`config.mk`:
```
export PLATFORM = sky130hd
export DESIGN_NAME = ir_capture_rx
export DESIGN_NICKNAME = d
export VERILOG_FILES = /design/src/rtl/ir_cap_pkg.sv /design/src/rtl/ir_tick_gen.sv /design/src/rtl/ir_symbol_meas.sv /design/src/rtl/ir_sym_fifo.sv /design/src/rtl/ir_capture_rx.sv
export SDC_FILE = /design/constraint.sdc
export NUM_CORES = 1
export LEC_CHECK = 0
export BUFFER_PORTS_ARGS = -buffer_cell sky130_fd_sc_hd__buf_2
export CAP_MARGIN = 20
export CORE_MARGIN = 2
export CORE_UTILIZATION = 49
export CTS_CLUSTER_DIAMETER = 30
export DETAILED_ROUTE_END_ITERATION = 10
export PLACE_DENSITY = 0.79
export SETUP_SLACK_MARGIN = 0.1
export SLEW_MARGIN = 20
export SYNTH_ARGS = -nofsm -noshare
export SYNTH_HDL_FRONTEND = slang
export SYNTH_SLANG_ARGS = --single-unit
```
`constraint.sdc`:
```
create_clock -name clk -period 5.5 [get_ports clk]
set_input_delay 0.55 -clock clk [delete_from_list [all_inputs] [get_ports clk]]
set_output_delay 0.55 -clock clk [all_outputs]
set_load 0.01 [all_outputs]
```
`src/rtl/ir_cap_pkg.sv`:
```
package ir_cap_pkg;
  localparam int unsigned WID_W = 16;

  localparam int unsigned OFF_EN    = 'h00;
  localparam int unsigned OFF_CFG   = 'h04;
  localparam int unsigned OFF_BUSY  = 'h1C;
  localparam int unsigned OFF_COUNT = 'h20;
  localparam int unsigned OFF_POP   = 'h24;
  localparam int unsigned OFF_MASK  = 'h28;
  localparam int unsigned OFF_STS   = 'h2C;
  localparam int unsigned OFF_CLR   = 'h30;
  localparam int unsigned OFF_START = 'h34;

  localparam logic [31:0] CFG_RESET = 32'h3E80_0080;

  typedef enum logic [1:0] {M_IDLE, M_PULSE, M_SPACE} meas_state_e;

  // one symbol word: space in the upper half, pulse in the lower half
  function automatic logic [31:0] pack_symbol(input logic [WID_W-1:0] pulse,
                                              input logic [WID_W-1:0] space);
    return {space, pulse};
  endfunction

  function automatic logic [WID_W-1:0] sat_inc(input logic [WID_W-1:0] v);
    return (v == {WID_W{1'b1}}) ? v : v + 1'b1;
  endfunction

  function automatic logic at_limit(input logic [WID_W-1:0] pulse,
                                    input logic [WID_W-1:0] space,
                                    input logic [WID_W-1:0] maxw);
    return ({1'b0, pulse} + {1'b0, space}) >= {1'b0, maxw};
  endfunction

  // events {ovf,tmo,rx} mirrored into two byte lanes
  function automatic logic [31:0] status_word(input logic [2:0] ev);
    return {5'd0, ev, 13'd0, ev, 8'd0};
  endfunction
endpackage

```
`src/rtl/ir_tick_gen.sv`:
```
module ir_tick_gen #(
  parameter int unsigned DIV_W = 7
) (
  input  logic             clk,
  input  logic             rst_n,
  input  logic             run,
  input  logic [DIV_W-1:0] div_m1,
  output logic             tick
);
  logic [DIV_W-1:0] cnt;

  assign tick = run && (cnt == div_m1);

  always_ff @(posedge clk or negedge rst_n) begin
    if (!rst_n)              cnt <= '0;
    else if (!run || tick)   cnt <= '0;
    else                     cnt <= cnt + 1'b1;
  end
endmodule

```
`src/rtl/ir_symbol_meas.sv`:
```
module ir_symbol_meas
  import ir_cap_pkg::*;
(
  input  logic             clk,
  input  logic             rst_n,
  input  logic             run,
  input  logic             tick,
  input  logic             ir_lvl,
  input  logic [WID_W-1:0] maxw,
  output logic             sym_valid,
  output logic [31:0]      sym_word,
  output logic             tmo_evt
);
  meas_state_e      st;
  logic             ir_d;
  logic [WID_W-1:0] pulse_q, space_q;
  logic             rise, fall, limit;

  assign rise  = ir_lvl & ~ir_d;
  assign fall  = ~ir_lvl & ir_d;
  assign limit = at_limit(pulse_q, space_q, maxw);

  assign sym_valid = run && (st == M_SPACE) && (rise || limit);
  assign tmo_evt   = run && (st == M_SPACE) && limit && !rise;
  assign sym_word  = pack_symbol(pulse_q, space_q);

  always_ff @(posedge clk or negedge rst_n) begin
    if (!rst_n) begin
      st      <= M_IDLE;
      ir_d    <= 1'b0;
      pulse_q <= '0;
      space_q <= '0;
    end else begin
      ir_d <= ir_lvl;
      if (!run) begin
        st <= M_IDLE;
      end else begin
        unique case (st)
          M_IDLE: if (rise) begin
            st      <= M_PULSE;
            pulse_q <= WID_W'(1);
          end
          M_PULSE: begin
            if (fall) begin
              st      <= M_SPACE;
              space_q <= WID_W'(1);
            end else if (tick) begin
              pulse_q <= sat_inc(pulse_q);
            end
          end
          M_SPACE: begin
            if (rise) begin
              st      <= M_PULSE;
              pulse_q <= WID_W'(1);
            end else if (limit) begin
              st <= M_IDLE;
            end else if (tick) begin
              space_q <= sat_inc(space_q);
            end
          end
          default: st <= M_IDLE;
        endcase
      end
    end
  end
endmodule

```
`src/rtl/ir_sym_fifo.sv`:
```
module ir_sym_fifo #(
  parameter int unsigned DEPTH = 16,
  parameter int unsigned W     = 32
) (
  input  logic                       clk,
  input  logic                       rst_n,
  input  logic                       push,
  input  logic [W-1:0]               din,
  input  logic                       pop,
  output logic [W-1:0]               dout,
  output logic [$clog2(DEPTH+1)-1:0] count,
  output logic                       full,
  output logic                       empty
);
  localparam int unsigned AW = (DEPTH > 1) ? $clog2(DEPTH) : 1;
  localparam int unsigned CW = $clog2(DEPTH + 1);

  logic [W-1:0]  mem [DEPTH];
  logic [AW-1:0] wr_ptr, rd_ptr;
  logic          do_push, do_pop;

  assign full    = (count == CW'(DEPTH));
  assign empty   = (count == '0);
  assign do_push = push && !full;
  assign do_pop  = pop && !empty;
  assign dout    = empty ? '0 : mem[rd_ptr];

  function automatic logic [AW-1:0] nxt(input logic [AW-1:0] p);
    return (p == AW'(DEPTH - 1)) ? '0 : p + 1'b1;
  endfunction

  always_ff @(posedge clk) begin
    if (do_push) mem[wr_ptr] <= din;
  end

  always_ff @(posedge clk or negedge rst_n) begin
    if (!rst_n) begin
      wr_ptr <= '0;
      rd_ptr <= '0;
      count  <= '0;
    end else begin
      if (do_push) wr_ptr <= nxt(wr_ptr);
      if (do_pop)  rd_ptr <= nxt(rd_ptr);
      if (do_push && !do_pop)      count <= count + 1'b1;
      else if (do_pop && !do_push) count <= count - 1'b1;
    end
  end
endmodule

```
`src/rtl/ir_capture_rx.sv`:
```
module ir_capture_rx
  import ir_cap_pkg::*;
#(
  parameter int unsigned DEPTH         = 16,
  parameter bit          NEED_EXTRA_EN = 1'b1,
  parameter int unsigned BUSY_CYCLES   = 4,
  parameter int unsigned ADDR_W        = 6
) (
  input  logic              clk,
  input  logic              rst_n,
  input  logic              ir_in,
  input  logic              bus_sel,
  input  logic              bus_we,
  input  logic [ADDR_W-1:0] bus_addr,
  input  logic [31:0]       bus_wdata,
  output logic [31:0]       bus_rdata,
  output logic              irq
);
  localparam int unsigned CW     = $clog2(DEPTH + 1);
  localparam int unsigned BUSY_W = $clog2(BUSY_CYCLES + 1);
  localparam int unsigned DIV_W  = 7;

  // register access decode
  logic wr, rd;
  logic wr_en, wr_cfg, wr_mask, wr_clr, wr_start, rd_pop;
  assign wr       = bus_sel && bus_we;
  assign rd       = bus_sel && !bus_we;
  assign wr_en    = wr && (bus_addr == ADDR_W'(OFF_EN));
  assign wr_cfg   = wr && (bus_addr == ADDR_W'(OFF_CFG));
  assign wr_mask  = wr && (bus_addr == ADDR_W'(OFF_MASK));
  assign wr_clr   = wr && (bus_addr == ADDR_W'(OFF_CLR));
  assign wr_start = wr && (bus_addr == ADDR_W'(OFF_START));
  assign rd_pop   = rd && (bus_addr == ADDR_W'(OFF_POP));

  // enable and bring-up
  logic              en_main, en_extra, rx_on, wr_turns_on, busy, running, capture_on;
  logic [BUSY_W-1:0] busy_cnt;

  function automatic logic on_from(input logic m, input logic x);
    return m && (x || !NEED_EXTRA_EN);
  endfunction

  assign rx_on       = on_from(en_main, en_extra);
  assign wr_turns_on = wr_en && on_from(bus_wdata[0], bus_wdata[8]) && !rx_on;
  assign busy        = (busy_cnt != '0);
  assign capture_on  = running && rx_on && !busy;

  always_ff @(posedge clk or negedge rst_n) begin
    if (!rst_n) begin
      en_main  <= 1'b0;
      en_extra <= 1'b0;
      busy_cnt <= '0;
      running  <= 1'b0;
    end else begin
      if (wr_en) begin
        en_main  <= bus_wdata[0];
        en_extra <= bus_wdata[8];
      end
      if (wr_turns_on)  busy_cnt <= BUSY_W'(BUSY_CYCLES);
      else if (busy)    busy_cnt <= busy_cnt - 1'b1;
      if (!rx_on)                     running <= 1'b0;
      else if (wr_start && !busy)     running <= 1'b1;
    end
  end

  // configuration
  logic [31:0]      cfg;
  logic             cfg_wr_ok;
  logic [WID_W-1:0] cfg_maxw;
  logic [5:0]       cfg_level;
  logic [DIV_W-1:0] cfg_div;
  assign cfg_wr_ok = wr_cfg && !busy;
  assign cfg_maxw  = cfg[31:16];
  assign cfg_level = cfg[13:8];
  assign cfg_div   = cfg[DIV_W-1:0];

  always_ff @(posedge clk or negedge rst_n) begin
    if (!rst_n)         cfg <= CFG_RESET;
    else if (cfg_wr_ok) cfg <= bus_wdata;
  end

  // input synchroniser
  logic ir_s1, ir_s2;
  always_ff @(posedge clk or negedge rst_n) begin
    if (!rst_n) begin
      ir_s1 <= 1'b0;
      ir_s2 <= 1'b0;
    end else begin
      ir_s1 <= ir_in;
      ir_s2 <= ir_s1;
    end
  end

  // measurement datapath
  logic        tick, sym_valid, tmo_evt;
  logic [31:0] sym_word;

  ir_tick_gen #(.DIV_W(DIV_W)) u_tick (
    .clk(clk), .rst_n(rst_n), .run(capture_on), .div_m1(cfg_div), .tick(tick)
  );

  ir_symbol_meas u_meas (
    .clk(clk), .rst_n(rst_n), .run(capture_on), .tick(tick), .ir_lvl(ir_s2),
    .maxw(cfg_maxw), .sym_valid(sym_valid), .sym_word(sym_word), .tmo_evt(tmo_evt)
  );

  logic [31:0]   fifo_dout;
  logic [CW-1:0] fifo_count;
  logic          fifo_full, fifo_empty, push_ok, pop_ok, ovf_evt, rx_evt;

  assign push_ok = sym_valid && !fifo_full;
  assign ovf_evt = sym_valid && fifo_full;
  assign pop_ok  = rd_pop && !fifo_empty;
  assign rx_evt  = push_ok && ({{(32-CW){1'b0}}, fifo_count} >= {26'd0, cfg_level});

  ir_sym_fifo #(.DEPTH(DEPTH), .W(32)) u_fifo (
    .clk(clk), .rst_n(rst_n), .push(sym_valid), .din(sym_word), .pop(rd_pop),
    .dout(fifo_dout), .count(fifo_count), .full(fifo_full), .empty(fifo_empty)
  );

  // events: bit 0 received, bit 1 timeout, bit 2 overflow
  logic [2:0] sts, mask, ev_set, ev_clr;
  assign ev_set = {ovf_evt, tmo_evt, rx_evt};
  assign ev_clr = wr_clr ? bus_wdata[18:16] : 3'b000;

  always_ff @(posedge clk or negedge rst_n) begin
    if (!rst_n) begin
      sts  <= '0;
      mask <= 3'b111;
    end else begin
      sts <= (sts & ~ev_clr) | ev_set;
      if (wr_mask) mask <= bus_wdata[2:0];
    end
  end

  assign irq = |(sts & ~mask);

  // read mux
  always_comb begin
    bus_rdata = '0;
    if (rd) begin
      unique case (int'(bus_addr))
        OFF_EN:    bus_rdata = {23'd0, en_extra, 7'd0, en_main};
        OFF_CFG:   bus_rdata = cfg;
        OFF_BUSY:  bus_rdata = {31'd0, busy};
        OFF_COUNT: bus_rdata = {{(32-CW){1'b0}}, fifo_count};
        OFF_POP:   bus_rdata = fifo_dout;
        OFF_MASK:  bus_rdata = {29'd0, mask};
        OFF_STS:   bus_rdata = status_word(sts);
        default:   bus_rdata = '0;
      endcase
    end
  end
endmodule

```
# After elaboration in Yosys (flattened, before gate mapping)
# Memory sizes are Yosys's and may differ from the RTL's.
# Index checks and enable logic that the tools add are counted.
word_totals:
  ff_bits: 101
  mem_bits_rw: 512
  in_bits: 43
  output_inout_bits: 33
  elab_cells: 150
  mem_count: 1
mem_list:
  columns: ["name", "depth", "width", "rd", "rd_clocked_by_memory_dff", "write_ports", "line", "source"]
  rows:
  - ["u_fifo.mem", 16, 32, 1, 0, 1, "ir_sym_fifo.sv:18", "logic [W-1:0] mem [DEPTH];"]
op_classes:
  add_sub_neg: 9
  n_lt_le_gt_ge: 2
  eq_ne: 29
  muxes: 32
  bitwise: 9
  reduce_logical: 51
ops:
  columns: ["op", "count"]
  rows:
  - ["$pmux W32 S7", 1]
  - ["$mux W16", 9]
  - ["$mux W32", 2]
  - ["$pmux W16 S2", 2]
  - ["$eq A6 B6 Y1 const B", 6]
  - ["$add A16 B1 Y16 const B", 2]
  - ["$eq A16 B16 Y1 const B", 2]
  - ["$logic_and A1 B1 Y1", 27]
  - ["$add A16 B16 Y17", 1]
  - ["$ge A17 B16 Y1", 1]
  - ["$ne A2 B2 Y1 const B", 7]
  - ["$mux W2", 5]
  - ["$mux W5", 2]
  - ["$logic_not A1 Y1", 9]
  - ["$mux W3", 3]
  - ["$add A4 B1 Y4 const B", 2]
  - ["$eq A4 B4 Y1 const B", 2]
  - ["$mux W4", 2]
  - ["$reduce_bool A2 Y1", 4]
  - ["$add A7 B1 Y7 const B", 1]
  - ["$eq A7 B7 Y1", 1]
  - ["$mux W7", 1]
  - ["$reduce_and A7 Y1", 1]
  - ["$and A3 B3 Y3", 2]
  - ["27 further kinds", 37]

# Logic depth before layout (Yosys ltp)
# Gate-level depths: netlist of the first run.
depth:
  ltp_word: 10
  mapped_depth: 26
  ltp_nobuf: 25

# Cells and area by module
# Synthesis of the first run repeated with hierarchy kept, for this count alone.
unflattened:
  hier_cells: 1602
  area_unflattened_um2: 26753.2
by_module_without_submodules:
  columns: ["module", "instances", "cells_each", "area_each_um2", "seq_area_each_um2"]
  rows:
  - ["ir_sym_fifo", 1, 931, 20472.1, 15700.1]
  - ["ir_symbol_meas", 1, 382, 3213.1, 875.8]
  - ["ir_capture_rx", 1, 246, 2603.7, 1163.6]
  - ["ir_tick_gen", 1, 43, 464.2, 175.2]

# Worst setup path before layout of the first run
# OpenSTA, ideal clock, no wires.
synth_path:
  path_kind: "reg-to-reg"
  from: "register u_meas.space_q[0]"
  to: "register u_fifo.count[4]"
  setup_time_ps: 123
  arrival_time_ps: 5423
  t_required_ps: 5377
  path_slack_ps: -46
  path_stages_with_launch: 27
  n_path_buf: 1
  period_less_slack_ps: 5546
  path_cell_list: "dfrtp_1 ha_1 inv_1 fa_1 nor2b_1 o31a_1 o211ai_1 a21boi_0 o21ai_0 a21boi_0 xor2_1 ha_1 a211oi_1 o311ai_0 nor3_1 a211oi_1 nor4_2 nor2_1 clkbuf_1 ha_1 inv_1 ha_1 a21o_1 a21oi_1 xnor2_1 nor2_1 xnor2_1"
synth_via:
  elab_chain_len: 8
  elab_cells_between_ends: 10
  cone_classes: "add/sub: 1; order compare: 1; mux: 1; reduce/logical: 7"
synth_rtl:
  columns: ["item", "line", "source"]
  rows:
  - ["from (decl)", "ir_symbol_meas.sv:16", "logic [WID_W-1:0] pulse_q, space_q;"]
  - ["from (signal assigned)", "ir_symbol_meas.sv:58", "space_q <= sat_inc(space_q);"]
  - ["$add A16 B16 Y17 (*)", "ir_cap_pkg.sv:31", "return ({1'b0, pulse} + {1'b0, space}) >= {1'b0, maxw};"]
  - ["$ge A17 B16 Y1 (*)", "ir_cap_pkg.sv:31", null]
  - ["$logic_or A1 B1 Y1 (*)", "ir_symbol_meas.sv:23", "assign sym_valid = run && (st == M_SPACE) && (rise || limit);"]
  - ["$logic_and A1 B1 Y1 (*)", "ir_symbol_meas.sv:23", null]
  - ["$logic_and A1 B1 Y1 (*)", null, null]
  - ["via push_ok", "ir_capture_rx.sv:109", "logic fifo_full, fifo_empty, push_ok, pop_ok, ovf_evt, rx_evt;"]
  - ["$logic_not A1 Y1", "ir_sym_fifo.sv:45", "else if (do_pop && !do_push) count <= count - 1'b1;"]
  - ["$logic_and A1 B1 Y1", "ir_sym_fifo.sv:45", null]
  - ["$reduce_bool A2 Y1 (no line)", null, null]
  - ["to (signal assigned)", "ir_sym_fifo.sv:44", "if (do_push && !do_pop) count <= count + 1'b1;"]
  - ["to (signal assigned)", "ir_sym_fifo.sv:45", null]
  - ["to (decl)", "ir_sym_fifo.sv:11", "output logic [$clog2(DEPTH+1)-1:0] count,"]
# The timed path passes the listed nets; every way through them passes the cells marked *.
# A chain may end at the register's enable or synchronous reset.

# Worst setup path in the final report of the first run
layout_path:
  from: "register u_meas.pulse_q[5]"
  to: "memory u_fifo.mem[3][24], enable pin"
layout_via:
  elab_chain_len: 7
layout_rtl:
  columns: ["item", "line", "source"]
  rows:
  - ["from (decl)", "ir_symbol_meas.sv:16", null]
  - ["from (signal assigned)", "ir_symbol_meas.sv:48", "pulse_q <= sat_inc(pulse_q);"]
  - ["$add A16 B16 Y17", "ir_cap_pkg.sv:31", null]
  - ["$ge A17 B16 Y1", "ir_cap_pkg.sv:31", null]
  - ["$logic_or A1 B1 Y1", "ir_symbol_meas.sv:23", null]
  - ["$logic_and A1 B1 Y1", "ir_symbol_meas.sv:23", null]
  - ["$logic_and A1 B1 Y1", "ir_sym_fifo.sv:24", "assign do_push = push && !full;"]
  - ["$mux W1", "ir_sym_fifo.sv:33", "if (do_push) mem[wr_ptr] <= din;"]
  - ["$mux W1 (implied by the code)", "ir_sym_fifo.sv:33", null]
  - ["to (decl)", "ir_sym_fifo.sv:18", null]
# Every way passes these cells.

==> impl_metrics.json, run 1 <==
{
  "status": "completed",
  "drv_slew": 0,
  "fp.dieW_um": 234,
  "htree_levels": 3,
  "coreArea_sq_mm": 0.0524,
  "cts_buffers": 114,
  "drt-total-wl_mm": 69.4,
  "drt_iter0_markers": 2013,
  "async_flop_share_pct": 16.5,
  "timing.final.hold_violations": 0,
  "yosysSeqAreaShare_pct": 69.1,
  "drc": 0,
  "path_cells": "ha_1, or3_1, or2_2, o221ai_2, o221ai_1, o21a_1, nor2_1, xnor2_1, ha_1, a211oi_2, o311ai_1, nor3_2, a211oi_2, nor4_2, buf_4, buf_4, nor3b_1, and2_2, buf_12",
  "hpwl_mm": 38.3,
  "ant_nets": 0,
  "path_max_fanout": 11,
  "utilization_pct": 60.4,
  "ys_ff_latch": 613,
  "overflow": 0,
  "synth-edff-count": 512,
  "synthCells": 1444,
  "endpoint_kind": "flop",
  "yosys_warnings": 0,
  "pin_count": 76,
  "grt_pass1_wl_mm": 103,
  "cp_num_buf_inv": 3,
  "gp_congestion": 0.959,
  "setup_tns_ns": 0,
  "clkTransAtPathRegs_ns": 0.05,
  "clk_latency_ns": 0.65,
  "peakVddDrop_mv": 0.335,
  "synth_cell_types": 66,
  "dr_total_vias": 15300,
  "rows": 84,
  "drive_above_1_share_pct": 33.7,
  "grt_max_degree": 67,
  "layout_common_cells": "edfxtp_1, mux4_2, clkbuf_16, dfrtp_1, buf_2",
  "reg2reg_slack_ns": 0.39,
  "cts_max_path_buffers": 3,
  "finalSetupViolCount": 0,
  "dr.pass1.iters": 6,
  "syn_nets": 1540,
  "final_area_sq_mm": 0.0317,
  "final_common_cell": "edfxtp_1",
  "cp.arrival_ns": 5.45,
  "cap_violations": 0,
  "track_usage_pct": 26.0,
  "p_leak_nw": 9.72,
  "min_period_ns": 5.11,
  "relSlewSlack_pct": 24.5,
  "period_share_pct": 92.9,
  "hold_class": "in -> reg",
  "avgSynthCellArea_sq_um": 18.0,
  "netlist_area_sq_mm": 0.0259,
  "hold-worst-slack_ns": 0.0668,
  "grt_setup_unrepaired": "no",
  "power-per-cell-area_mw_per_mm2": 403,
  "grt_pass1_vias": 16000,
  "cp_slowest_cell": "and2_2",
  "cpLargestDelayFamily": "simple AND/OR/NAND/NOR gates",
  "initial_core_util_pct": 49.5,
  "worstMarginPinSlew_ns": 1.13,
  "antenna_found_initial": 1,
  "tritoncts": "built",
  "critPathLaunchType": "flop",
  "area_delta_synth_final_pct": 22.2,
  "cts.sinks": 613,
  "cts_root_buffer": "clkbuf_16",
  "wire_per_inst_um": 28.6,
  "fp.dieArea_sq_mm": 0.0548,
  "required_ns": 5.84,
  "viasPerCell": 6.30,
  "skew_ns": 0.0235,
  "nets": 1733,
  "placed_area_sq_mm": 0.0276,
  "fmax_mhz": 196,
  "synth_ff_type": "edfxtp_1",
  "crit_path_max_incr_delay_ns": 0.60,
  "port_buffers": 75,
  "die_h_um": 234,
  "path_class": "reg -> reg"
}
==> kinds of logic (layout without fill, tap and decap cells) <==
logic type               after synthesis  after routing  share of synthesized area [%]
flip-flops                           613            613                           69.1
AND/OR/NAND/NOR                      272            272                           5.35
multiplexers                         204            204                           15.8
AO/OA/AOI/OAI                        163            163                           4.53
buffers and inverters                107            400                           1.58
adder cells (fa/ha/maj)               53             53                           2.61
XOR/XNOR                              32             32                           1.08
other                                  0              2                              0
==> worst register-to-register path: cells and delay by family, from the launching register on <==
family | cells | cell delay, ns
buf+inv | 3 | 0.53
fa+ha+maj | 2 | 0.45
simple gates | 7 | 2.18
xor+xnor | 1 | 0.15
compound gates | 6 | 1.10
flops | 1 | 0.39
==> stage by stage <==
stage	power, mW	worst slack, ns	instances
2_1_floorplan	5.44	0.114	1444
3_3_place_gp	5.57	0.374	2205
3_5_place_dp	5.58	0.145	2205
4_1_cts	12.8	0.142	2423
5_1_grt	13.1	0.0634	2425
6_report	12.8	0.391	2427
==> final cells by class <==
class,count,area [sq um]
clock inverters,83,1060
clock buffers,133,2990
inverters,48,180
multi-input cells,724,7690
diodes,2,5.00
flip-flops and latches,613,17900
fillers,3595,20700
repair buffers,136,988
well taps,688,861
==> metal layers <==
metal,vias to the layer above,track usage [%],wire (um)
li1,6288,-,-
met2,925,41.4,33700
met4,2,10.4,2370
met3,169,7.00,7360
met5,-,0,10
met1,7918,34.3,26000
==> timing repair <==
action | in CTS | in global routing
hold endpoints to repair | 38 | 0
resized for setup | 1 | 13
buffers inserted | 1 | 2
setup endpoints to repair | 1 | 332
hold buffers | 1 | 0
pin swaps | 1 | 5
==> state kept, by name (all words and copies together) (netlist names) <==
name,count
en_extra,1
u_fifo.mem,512
u_meas.ir_d,1
ir_s1,1
u_meas.pulse_q,16
ir_s2,1
u_fifo.wr_ptr,4
u_meas.space_q,16
u_fifo.rd_ptr,4
u_meas.st,2
running,1
sts,3
cfg,32
mask,3
u_tick.cnt,7
u_fifo.count,5
en_main,1
busy_cnt,3
==> synthesized netlist by cell type, types with 10 or more instances <==
master      n  share of area [%]
dfstp_2    10                1.0
ha_1       51                2.5
a222oi_1   10               0.39
o31ai_1    11               0.32
mux4_2    160                 14
o211ai_1   15               0.43
nand2b_1   12               0.29
buf_1      18               0.26
o21ai_0    16               0.31
nand4_1    13               0.31
mux2_2     41                1.8
xnor2_1    23               0.78
a22oi_1    23               0.67
inv_1      48               0.69
a21oi_1    31               0.60
nand2_1    68               0.98
clkbuf_1   35               0.51
nor3_1     14               0.27
dfrtp_1    91                8.8
nor2_1     68               0.98
and3_1     20               0.48
edfxtp_1  512                 59
nand3_1    25               0.48
==> where the power goes <==
part           internal, mW  switching, mW
logic                 0.196          0.234
registers              5.02         0.0564
clock network          4.81           2.46
total                  10.0           2.75
==> worst paths after layout <==
check / start / endpoint / cells after the start
max: u_meas.pulse_q[5] / u_fifo.mem[3][24] / 19
min: ir_in / ir_s1 / 1
max reg2reg: u_meas.pulse_q[5] / u_fifo.mem[3][24] / 19
min reg2reg: ir_s1 / ir_s2 / 0
max in group asynchronous: rst_n / u_meas.space_q[0] / 3
min in group asynchronous: rst_n / cfg[6] / 2
No activity file was read; power rests on OpenSTA's default activity.
==> run 2: changes to the inputs <==
RECOVER_POWER = 25   (was unset)
==> impl_metrics.json, run 2 (synthesis gave the netlist of run 1 again) <==
{
  "status": "completed",
  "min_period_ns": 5.11,
  "skew_ns": 0.0240,
  "final_common_cell": "edfxtp_1",
  "cts.sinks": 613,
  "timing.final.hold_violations": 0,
  "drt_iter0_markers": 1880,
  "drv_slew": 0,
  "multiInputGateArea_sq_mm": 0.00769,
  "reg2reg_to": "u_fifo.mem[3][24]",
  "htree_levels": 3,
  "layout_common_cells": "edfxtp_1, mux4_2, clkbuf_16, dfrtp_1, buf_2",
  "drc": 0,
  "peakVddDrop_mv": 0.335,
  "cp_num_buf_inv": 5,
  "n_fill_cell": 3615,
  "hold_class": "in -> reg",
  "drive_above_1_share_pct": 32.6,
  "crit_path_max_incr_delay_ns": 0.60,
  "ant_nets": 0,
  "cp.arrival_ns": 5.46,
  "reg2reg_slack_ns": 0.39,
  "rows": 84,
  "gp_congestion": 0.959,
  "port_buffers": 75,
  "path_cells": "ha_1, inv_1, fa_2, nor2b_2, o31a_1, buf_4, o21a_1, a21oi_1, xnor2_1, ha_1, nand2_1, a2111o_1, a211oi_2, nor4_2, buf_4, buf_4, nor3b_1, and2_2, buf_12",
  "overflow": 0,
  "antenna_found_initial": 1,
  "clkTransAtPathRegs_ns": 0.05,
  "r2r_start": "u_meas.pulse_q[0]",
  "nets": 1733,
  "fp.dieArea_sq_mm": 0.0548,
  "path_max_fanout": 11,
  "power.total_mw": 12.8,
  "viasPerCell": 6.36,
  "seq_area_sq_mm": 0.0179,
  "largest_reg_flops": 512,
  "grt_max_degree": 67,
  "pin_count": 76,
  "die_h_um": 234,
  "place_ws_ns": 0.145,
  "finalWorstSetupSlack_ns": 0.386,
  "cts_max_path_buffers": 3,
  "hpwl_mm": 38.3,
  "grt_pass1_vias": 16000,
  "path_class": "reg -> reg",
  "dp_cells": 2205,
  "fin_cells": 2426,
  "reg2regPathDepth": 19,
  "holdPathEnd": "ir_s1",
  "cp_slowest_cell": "and2_2",
  "period_share_pct": 93.0,
  "dr.pass1.iters": 8,
  "area_delta_synth_final_pct": 21.9,
  "cp.depth": 19,
  "required_ns": 5.85,
  "grt_pass1_wl_mm": 103,
  "fmax_mhz": 196,
  "dr_total_vias": 15400,
  "finalSetupViolCount": 0,
  "reg.largest.list": "u_fifo.mem: 512 flops, cfg: 32 flops",
  "fp.dieW_um": 234,
  "endpoint_kind": "flop",
  "tritoncts": "built",
  "drt-total-wl_mm": 69.6,
  "cap_violations": 0,
  "setup_tns_ns": 0,
  "critPathLaunchType": "flop",
  "largest_register": "u_fifo.mem",
  "coreArea_sq_mm": 0.0524,
  "final_area_sq_mm": 0.0316,
  "placed_area_sq_mm": 0.0276,
  "initial_core_util_pct": 49.5,
  "cpLargestDelayFamily": "simple AND/OR/NAND/NOR gates",
  "min_from": "ir_in",
  "cp_common_cell": "buf_4",
  "wire_per_inst_um": 28.7,
  "grt_setup_unrepaired": "no",
  "worstMarginPinSlew_ns": 1.12,
  "cts_root_buffer": "clkbuf_16",
  "track_usage_pct": 26.0,
  "relSlewSlack_pct": 24.9,
  "holdPathStages": 1,
  "p_leak_nw": 9.64,
  "power-per-cell-area_mw_per_mm2": 404,
  "clk_latency_ns": 0.66,
  "cts_buffers": 114
}
-- run 2: worst max path at each step --
stage	start	end	slack (ns)
final	u_meas.pulse_q[0]	u_fifo.mem[3][24]	0.39
after detailed placement	u_meas.space_q[0]	u_fifo.count[4]	0.15
after global routing	u_meas.space_q[0]	u_fifo.count[4]	0.06
after CTS	u_meas.space_q[0]	u_fifo.count[4]	0.14
after global placement	u_meas.pulse_q[0]	u_fifo.count[4]	0.37
after floorplan	u_meas.space_q[0]	u_fifo.count[4]	0.11
-- run 2: layer usage --
layer / track usage, % / part of all wire, % / vias to the layer above
li1: - / - / 6290
met1: 34.3 / 38 / 7971
met2: 41.4 / 48 / 973
met3: 7.00 / 10 / 194
met4: 10.4 / 3.7 / 2
met5: 0 / 0.014 / -
-- run 2: metrics by stage --
| step | hold slack (ns) | utilization (%) |
|---|---|---|
| 2_1_floorplan | 0.254 | - |
| 5_1_grt | 0.0569 | 60.3 |
| 3_3_place_gp | 0.351 | 52.6 |
| 6_report | 0.0919 | 60.3 |
| 4_1_cts | 0.0289 | 60.3 |
| 3_5_place_dp | 0.342 | 52.6 |
-- run 2: area by class of cell --
cell class,instances,share of cell area (%)
Timing Repair Buffer,136,2.91
Tap cell,688,2.72
Clock inverter,83,3.35
Clock buffer,133,9.44
Inverter,48,0.570
Multi-Input combinational cell,724,24.3
Antenna cell,1,0.00791
Sequential cell,613,56.7
-- run 2: where the power goes --
| group | total (mW) | switching [mW] | leakage [nW] | internal [mW] |
|---|---|---|---|---|
| clock | 7.27 | 2.46 | 1.93 | 4.81 |
| sequential | 5.08 | 0.0562 | 4.93 | 5.02 |
| combinational | 0.429 | 0.234 | 2.78 | 0.196 |
-- run 2: timing repair --
item,4_1_cts,5_1_grt
pin swaps,1,5
hold buffers,1,0
hold endpoints to repair,38,0
gates resized for setup,1,13
buffers inserted,1,2
endpoints found under the setup margin,1,332
==> run 3: changes to the inputs <==
MAX_ROUTING_LAYER = met4   (was unset)
==> impl_metrics.json, run 3 (synthesis gave the netlist of run 1 again) <==
{
  "skew_ns": 0.0294,
  "pin_count": 76,
  "grt_pass1_vias": 15300,
  "wl_met2_mm": 32.7,
  "cp.arrival_ns": 5.33,
  "drive_above_1_share_pct": 32.5,
  "clk_latency_ns": 0.66,
  "placed_area_sq_mm": 0.0276,
  "path_max_fanout": 32,
  "nets": 1729,
  "rows": 84,
  "hold_class": "in -> reg",
  "cts_root_buffer": "clkbuf_16",
  "ant_nets": 0,
  "area_delta_synth_final_pct": 21.2,
  "final_common_cell": "edfxtp_1",
  "highest_layer": "met4",
  "cp_num_buf_inv": 3,
  "status": "complete, but fails checks",
  "port_buffers": 75,
  "path_class": "reg -> reg",
  "cap_violations": 1,
  "viasPerCell": 6.29,
  "largest_register": "u_fifo.mem",
  "peakVddDrop_mv": 0.257,
  "critPathLaunchType": "flop",
  "wire_per_inst_um": 27.9,
  "cts.sinks": 613,
  "die_h_um": 234,
  "layout_common_cells": "edfxtp_1, mux4_2, clkbuf_16, dfrtp_1, buf_2",
  "crit_path_max_incr_delay_ns": 0.95,
  "finalSetupViolCount": 0,
  "coreArea_sq_mm": 0.0524,
  "reg.largest.list": "u_fifo.mem: 512 flops, cfg: 32 flops",
  "track_usage_pct": 25.9,
  "cp_slowest_cell": "and3_2",
  "cts_buffers": 110,
  "n_fill_cell": 3593,
  "relSlewSlack_pct": -175,
  "drt-total-wl_mm": 67.3,
  "clkTransAtPathRegs_ns": 0.05,
  "violations": "max-capacitance violations, max-slew violations",
  "endpoint_kind": "flop",
  "power-per-cell-area_mw_per_mm2": 397,
  "htree_levels": 3,
  "largest_reg_flops": 512,
  "wl_met3_mm": 6.08,
  "cts_max_path_buffers": 3,
  "cts_hold_buffers": 0,
  "overflow": 0,
  "drt_iter0_markers": 1860,
  "fmax_mhz": 197,
  "tritoncts": "built",
  "power.total_mw": 12.5,
  "required_ns": 5.75,
  "grt_max_degree": 71,
  "hpwl_mm": 38.2,
  "antenna_found_initial": 1,
  "path_cells": "ha_1, inv_1, fa_2, nor2b_1, o31a_1, buf_4, o21a_1, a21oi_1, xnor2_1, ha_1, nand2_1, a2111o_1, a211oi_1, nor4_2, nor2_1, buf_4, and3_2",
  "grt_pass1_wl_mm": 99.0,
  "drv_slew": 71,
  "setup_tns_ns": 0,
  "gp_congestion": 0.958,
  "initial_core_util_pct": 49.5,
  "dr.pass1.iters": 6,
  "p_leak_nw": 9.57,
  "period_share_pct": 92.3,
  "timing.final.hold_violations": 0,
  "hold-worst-slack_ns": 0.0696,
  "drc": 0,
  "final_area_sq_mm": 0.0314,
  "dr_total_vias": 15200,
  "cpLargestDelayFamily": "compound AO/OA/AOI/OAI gates",
  "min_period_ns": 5.08,
  "grt_setup_unrepaired": "no",
  "worstMarginPinSlew_ns": 4.13,
  "fp.dieW_um": 234,
  "met1Wirelength_mm": 26.9,
  "fp.dieArea_sq_mm": 0.0548
}
==> run 3: cell types whose count changed in the layout (fill, tap and decap cells not counted), moves of 2 or more <==
cell / before / now
clkbuf_1: 34 / 27
clkinv_2: 11 / 18
inv_6: 17 / 10
clkbuf_16: 116 / 111
clkinv_4: 7 / 3
buf_4: 31 / 34
clkbuf_8: 2 / 5
inv_8: 2 / 0
==> run 3: power by group <==
group / switching (mW) / internal [mW] / leakage (nW)
Combinational: 0.218 / 0.193 / 2.79
Sequential: 0.0731 / 5.02 / 4.93
Clock: 2.32 / 4.65 / 1.85
Total: 2.62 / 9.86 / 9.57
==> run 3: repair_timing <==
item / CTS / global route
resized for setup: 1 / 12
endpoints found under the hold margin: 0 / 0
pin swaps: 0 / 10
buffers inserted: 0 / 2
setup endpoints to repair: 1 / 368
==> run 3: area by class of cell <==
type	instances	area [sq um]	share of cell area [%]
Multi-Input combinational cell	724	7690	24.5
Clock inverter	78	968	3.08
Antenna cell	1	2.50	0.00796
Clock buffer	126	2880	9.17
Timing Repair Buffer	136	925	2.94
Sequential cell	613	17900	57.0
Inverter	48	180	0.573
Tap cell	688	861	2.74
==> run 3: metrics by stage <==
| stage | worst slack (ns) | instances | utilization (%) |
|---|---|---|---|
| 3_5_place_dp | 0.164 | 2207 | 52.6 |
| 6_report | 0.422 | 2414 | 59.9 |
| 5_1_grt | 0.101 | 2414 | 59.9 |
| 4_1_cts | 0.192 | 2411 | 60.0 |
| 2_1_floorplan | 0.114 | 1444 | - |
| 3_3_place_gp | 0.318 | 2207 | 52.6 |
==> run 3: final timing paths <==
kind                       cells past startpoint  slack (ns)                 to              start
min in group asynchronous                      1        1.35             cfg[6]              rst_n
hold reg to reg                                0        0.37              ir_s2              ir_s1
setup reg to reg                              17        0.42  u_fifo.mem[5][22]  u_meas.pulse_q[0]
setup / recovery                              17        0.42  u_fifo.mem[5][22]  u_meas.pulse_q[0]
max in group asynchronous                      1        1.24   u_fifo.rd_ptr[0]              rst_n
hold / removal                                 1        0.07              ir_s1              ir_in
==> run 3: per-layer routing <==
| metal | vias to the layer above | track usage (%) |
|---|---|---|
| li1 | 6274 | - |
| met1 | 7920 | 35.0 |
| met2 | 858 | 39.7 |
| met3 | 129 | 5.64 |
| met4 | 0 | 8.15 |
| met5 | - | - |
==> run 3: worst reg2reg max path: stages, from the launching register on <==
cell      delay, ns
dfrtp_2        0.40
ha_1           0.21
inv_1          0.09
fa_2           0.22
nor2b_1        0.06
o31a_1         0.33
buf_4          0.16
o21a_1         0.17
a21oi_1        0.17
xnor2_1        0.10
ha_1           0.30
nand2_1        0.14
a2111o_1       0.50
a211oi_1       0.36
nor4_2         0.11
nor2_1         0.18
buf_4          0.22
and3_2         0.95
